[config.mk]
export PLATFORM = sky130hd
export DESIGN_NAME = irq_ctl_reg
export DESIGN_NICKNAME = d
export VERILOG_FILES = /design/src/rtl/irq_ctl_pkg.sv /design/src/rtl/irq_flag_bank.sv /design/src/rtl/irq_mask_reg.sv /design/src/rtl/irq_summary.sv /design/src/rtl/irq_ctl_reg.sv
export SDC_FILE = /design/constraint.sdc
export NUM_CORES = 1
export LEC_CHECK = 0
export ABC_AREA = 1
export BUFFER_PORTS_ARGS = -buffer_cell sky130_fd_sc_hd__buf_2
export CAP_MARGIN = 20
export CORE_AREA = 10 10 47 49
export CTS_BUF_LIST = sky130_fd_sc_hd__clkbuf_2
export CTS_CLUSTER_SIZE = 20
export DETAILED_ROUTE_END_ITERATION = 8
export DIE_AREA = 0 0 57 59
export PLACE_DENSITY = 0.82
export SLEW_MARGIN = 20
export SYNTH_ARGS = -nofsm -noshare
export SYNTH_HDL_FRONTEND = slang
export SYNTH_HIERARCHICAL = 1
export SYNTH_SLANG_ARGS = --single-unit
[constraint.sdc]
create_clock -name clk -period 0.9 [get_ports clk]
set_input_delay 0.045 -clock clk [delete_from_list [all_inputs] [get_ports clk]]
set_output_delay 0.045 -clock clk [all_outputs]
set_load 0.005 [all_outputs]
[src/rtl/irq_ctl_pkg.sv]
package irq_ctl_pkg;
  localparam int NSRC    = 5;
  localparam int REG_W   = 8;
  localparam int SEL_POS = 7;
  typedef enum logic [2:0] {
    SRC_TMRA = 3'd0,
    SRC_TMRB = 3'd1,
    SRC_ALRM = 3'd2,
    SRC_SER  = 3'd3,
    SRC_FLAG = 3'd4
  } src_e;
endpackage

[src/rtl/irq_flag_bank.sv]
module irq_flag_bank #(
  parameter int N = 5
) (
  input  logic         clk,
  input  logic         rst_n,
  input  logic [N-1:0] evt,
  input  logic         clr,
  output logic [N-1:0] flags
);
  for (genvar i = 0; i < N; i++) begin : g_bit
    always_ff @(posedge clk or negedge rst_n) begin
      if (!rst_n)      flags[i] <= 1'b0;
      else if (evt[i]) flags[i] <= 1'b1;
      else if (clr)    flags[i] <= 1'b0;
    end

    // an event always lands, even alongside a clear
    p_evt_sets_r2: assert property (@(posedge clk) disable iff (!rst_n)
      evt[i] |=> flags[i]);
    // no clear means a set flag stays set
    p_sticky_r3: assert property (@(posedge clk) disable iff (!rst_n)
      (flags[i] && !clr) |=> flags[i]);
  end

  // a clear with no new events empties the bank
  p_clear_r4: assert property (@(posedge clk) disable iff (!rst_n)
    (clr && evt == '0) |=> (flags == '0));
endmodule

[src/rtl/irq_mask_reg.sv]
module irq_mask_reg #(
  parameter int N = 5
) (
  input  logic         clk,
  input  logic         rst_n,
  input  logic         wr_en,
  input  logic         set_sel,
  input  logic [N-1:0] wr_bits,
  output logic [N-1:0] mask
);
  for (genvar i = 0; i < N; i++) begin : g_bit
    always_ff @(posedge clk or negedge rst_n) begin
      if (!rst_n)                  mask[i] <= 1'b0;
      else if (wr_en && wr_bits[i]) mask[i] <= set_sel;
    end


    p_set_r6: assert property (@(posedge clk) disable iff (!rst_n)
      (wr_en && set_sel && wr_bits[i]) |=> mask[i]);

    p_clr_r7: assert property (@(posedge clk) disable iff (!rst_n)
      (wr_en && !set_sel && wr_bits[i]) |=> !mask[i]);

    p_hold_r8: assert property (@(posedge clk) disable iff (!rst_n)
      (!wr_en || !wr_bits[i]) |=> $stable(mask[i]));
  end
endmodule

[src/rtl/irq_summary.sv]
module irq_summary #(
  parameter int N     = 5,
  parameter int REG_W = 8
) (
  input  logic [N-1:0]     flags,
  input  logic [N-1:0]     mask,
  output logic [REG_W-1:0] status,
  output logic             pending
);
  localparam int PAD = REG_W - 1 - N;
  always_comb begin
    pending = |(flags & mask);
    status  = {pending, {PAD{1'b0}}, flags};
  end
endmodule

[src/rtl/irq_ctl_reg.sv]
module irq_ctl_reg
  import irq_ctl_pkg::*;
(
  input  logic             clk,
  input  logic             rst_n,
  input  logic [NSRC-1:0]  evt,
  input  logic             wr_en,
  input  logic [REG_W-1:0] wr_data,
  input  logic             rd_en,
  output logic [REG_W-1:0] rd_data,
  output logic             irq_n
);
  logic [NSRC-1:0] flags;
  logic [NSRC-1:0] mask;
  logic            pending;

  irq_flag_bank #(.N(NSRC)) u_flags (
    .clk(clk), .rst_n(rst_n), .evt(evt), .clr(rd_en), .flags(flags)
  );

  irq_mask_reg #(.N(NSRC)) u_mask (
    .clk(clk), .rst_n(rst_n), .wr_en(wr_en), .set_sel(wr_data[SEL_POS]),
    .wr_bits(wr_data[NSRC-1:0]), .mask(mask)
  );

  irq_summary #(.N(NSRC), .REG_W(REG_W)) u_sum (
    .flags(flags), .mask(mask), .status(rd_data), .pending(pending)
  );

  assign irq_n = ~pending;

  // a flag with its enable set pulls the line low
  p_irq_r9: assert property (@(posedge clk) disable iff (!rst_n)
    ((flags & mask) != '0) |-> !irq_n);
  // the unused bits never read as 1
  p_pad_r1: assert property (@(posedge clk) disable iff (!rst_n)
    rd_data[REG_W-2:NSRC] == '0);
  // the first cycle after reset shows an idle register
  p_reset_r10: assert property (@(posedge clk)
    !rst_n |=> (rd_data == '0 && irq_n));
endmodule

### Word-level counts from Yosys, hierarchy flattened

Index checks and enable logic that the tools add are counted.
Widths: inputs -> output; s select.

* mux-type cells: 6
* bitwise logic cells: 2
* reductions and logical operators: 11

Operator list (count)
* $reduce_bool 2->1: 5
* $mux 1: 6
* $and 5x5->5: 1
* $logic_and 1x1->1: 5
* $reduce_or 5->1: 1
* $not 1->1: 1

* bits of input ports: 17
* bits in registers: 10
* logic and storage cells: 29

### Longest topological paths before layout

* depth after elaboration: 3
* mapped depth: 5
* depth with buffers taken out: 5

### Modules after synthesis

Netlist, hierarchy kept.

By module, submodules not included
* irq_mask_reg: seq. area each 125.1 µm², instances 1, area each 220.2 µm², cells an instance 26
* irq_flag_bank: seq. area each 125.1 µm², instances 1, area each 185.2 µm², cells an instance 21
* irq_summary: seq. area each 0.0 µm², instances 1, area each 105.1 µm², cells an instance 20
* irq_ctl_reg: seq. area each 0.0 µm², instances 1, area each 3.8 µm², cells an instance 1

### Least setup slack after synthesis

No wires, ideal clock.

* path kind: register to output
* start point: reg u_flags.flags[1]
* end point: out rd_data[7]
* setup slack: 0.127 ns
* stages on the path, launching flop included: 6
* buffers on the path: 1
* arrival: 0.728 ns
* cells stage by stage: dfrtp_1 -> nand2_1 -> nand2_1 -> nor2_1 -> nand2_1 -> buf_4

* longest elaborated chain between the ends: 2

RTL lines
* start, declared: RTL line irq_flag_bank.sv:8 `output logic [N-1:0] flags`
* start signal, assigned by index: RTL line irq_flag_bank.sv:12 `if (!rst_n) flags[i] <= 1'b0;`
* start signal, assigned by index: RTL line irq_flag_bank.sv:13 `else if (evt[i]) flags[i] <= 1'b1;`
* start signal, assigned by index: RTL line irq_flag_bank.sv:14 `else if (clr) flags[i] <= 1'b0;`
* $and 5x5->5: RTL line irq_summary.sv:12 `pending = |(flags & mask);`
* $reduce_or 5->1: RTL line irq_summary.sv:12
* end, declared: RTL line irq_ctl_reg.sv:10 `output logic [REG_W-1:0] rd_data,`

No other way between the ends.

### Worst setup path after layout

* start point: reg u_flags.flags[2]
* end point: out irq_n

* longest elaborated chain between the ends: 3

RTL lines
* $and 5x5->5: RTL line irq_summary.sv:12
* $reduce_or 5->1: RTL line irq_summary.sv:12
* $not 1->1: RTL line irq_ctl_reg.sv:30 `assign irq_n = ~pending;`
* end, declared: RTL line irq_ctl_reg.sv:11 `output logic irq_n`

No other way between the ends.

==> metrics <==
max-cap violations 0; crit-path max FO 3; Power Dens Cells 1440 nW/um^2; CTS tree done; vias post-DR 461; Worst Slack Setup Final -0.236 ns; WP buf/inv 2; DP Cell Count 97; DP HPWL 965 um; critical path data arrival time 1.09 ns; row count 14; clock insertion delay at the later pin of the skew report 0.25 ns; cell count after synthesis 68; status complete, but fails checks; Req. time, crit path 0.85 ns; CP max stage cell dfrtp_1; Synth-to-Final Area Change 34.8%; critical path class reg2out; Final GP Congestion 0.715; Max Slew Vio Count 0; Non-Filler Instances 110; Netlist Area Pre-Place 514 sq um; failing checks setup timing; Setup-failing EPs final 4; DR iter-0 viols 14; I/O pin count 26; #FFs+latches synth 10; Clock Tree Buf Depth 2; Pre-antenna DRT Iters 4; grt peak-use layer met2; Max IR drop VDD around 0.7 mV; most frequent cells in the layout nand2_1, buf_2, dfrtp_1; die area about 3400 sq um; port buffer count 21; GRT Total Usage between 7 and 8%; Clock Skews 0 ns; clk root buf clkbuf_2; die height 59 um; antenna violations before repair 0; commonest non-fill, non-tap cell in the layout nand2_1; critical path's largest stage delay 0.41 ns; # DRC 0; WL/cell roughly 11 um; Period minus WS final 1.14 ns; delay-heaviest family, CP flip-flops; Initial Utilization 36.7%; core area 1400 sq um; CP cell instances nand2_1 > nand2_1 > nor2_1 > nand2_1 > inv_1 > buf_2; layout net count between 100 and 150; syn avg cell area 7.56 sq um; fin crit share 126%; final hold vios 0; final worst hold slack 0.0303 ns; GR Util met2 12.7%; GRT overflow 0; crit path launch type flop; diodes inserted 0; RSZ-0062 raised after global routing true; layout cell share with drive strength beyond 1 30.9%; first-pass GRT wire length 1.94 mm; worst hold path class in2reg; DRT antenna net count 0; Sink Count 10; die width 57 um; P_leak 0.419 nW; Synth Warn # 6; WL final 1.21 mm; Worst-path clk slew 0.10 ns; Vias/cell 4.19; sequential area share after synthesis 48.7%; largest net degree at the start of global routing 11; CTS Buf Count 3; H-tree depth 1; vias in the first global route 482; Crit. End Element output port; Distinct cells, synth 10; Critical Path Most Common Cell nand2_1; routing usage on met1 between 6 and 7%; fmax 881 MHz; met3 Usage GRT 3.86%
==> layout make-up <==
| type | count | area, sq um |
|---|---|---|
| fill | 146 | 708 |
| sequential | 10 | 250 |
| timing repair buffer | 30 | 208 |
| multi-input combinational | 41 | 163 |
| inverter | 9 | 33.8 |
| tap | 16 | 20.0 |
| clock buffer | 3 | 15.0 |
| clock inverter | 1 | 3.75 |
==> cells by family after synthesis <==
group	count (synthesis)	share of synthesized area, %
buffers and inverters	18	20.4
flip-flops	10	48.7
AND/OR/NAND/NOR	39	30.2
other	1	0.729
==> worst min-delay path, cell delays in order <==
cell     delay (ns)
buf_2          0.09
nand3_1        0.06
nand2_1        0.06
==> flip-flops by register name, summed over array words and instances, names as in the netlist <==
name and cells:
u_flags/flags 5, u_mask/mask 5
==> metal layers <==
layer	share of wire, %	up-vias
met2	53	14
met1	37	206
met4	0	0
li1	-	241
met3	10	0
met5	0	-
==> repair_timing <==
item	in CTS	in global routing
setup buffers	1	2
endpoints found under the setup margin	2	4
hold endpoints to repair	15	0
pin swaps	0	1
hold buffers	6	0
resized for setup	2	2
==> cell usage after synthesis <==
library cell	count	share of area, %
nand2_1	32	23
conb_1	1	0.73
inv_2	1	0.73
buf_4	8	12
buf_6	1	2.2
inv_1	8	5.8
dfrtp_1	10	49
nand2_2	1	1.2
nor2_1	1	0.73
nand3_1	5	4.9
==> path summary, 6_finish.rpt <==
check | from | endpoint | slack [ns] | cells past startpoint
worst min-delay path | wr_data[1] | u_mask/mask[1] | 0.03 | 3
min in group asynchronous | rst_n | u_mask/mask[1] | 0.16 | 2
worst max register to register | u_flags/flags[1] | u_flags/flags[1] | 0.06 | 4
worst max-delay path | u_flags/flags[2] | irq_n | -0.24 | 6
worst min register to register | u_mask/mask[2] | u_mask/mask[2] | 0.49 | 2
max in group asynchronous | rst_n | u_mask/mask[3] | 0.55 | 2
==> metrics by stage <==
stage	TNS (ns)	area, sq um	util (%)	power (mW)	setup slack [ns]
2_1_floorplan	0	518	-	0.652	0.127
3_3_place_gp	0	572	40.8	0.699	0.0680
3_5_place_dp	0	572	40.8	0.708	0.0539
4_1_cts	-0.553	668	47.7	1.00	-0.258
5_1_grt	-0.978	693	49.5	1.07	-0.366
6_report	-0.622	693	49.5	0.998	-0.236
==> power breakdown <==
group / leakage (nW) / internal [mW] / total [mW] / switching [mW]
sequential: 0.116 / 0.492 / 0.519 / 0.0264
combinational: 0.289 / 0.117 / 0.224 / 0.107
clock: 0.0140 / 0.0966 / 0.256 / 0.159
total: 0.419 / 0.706 / 0.998 / 0.292
Power figures use the tool's default switching activity.
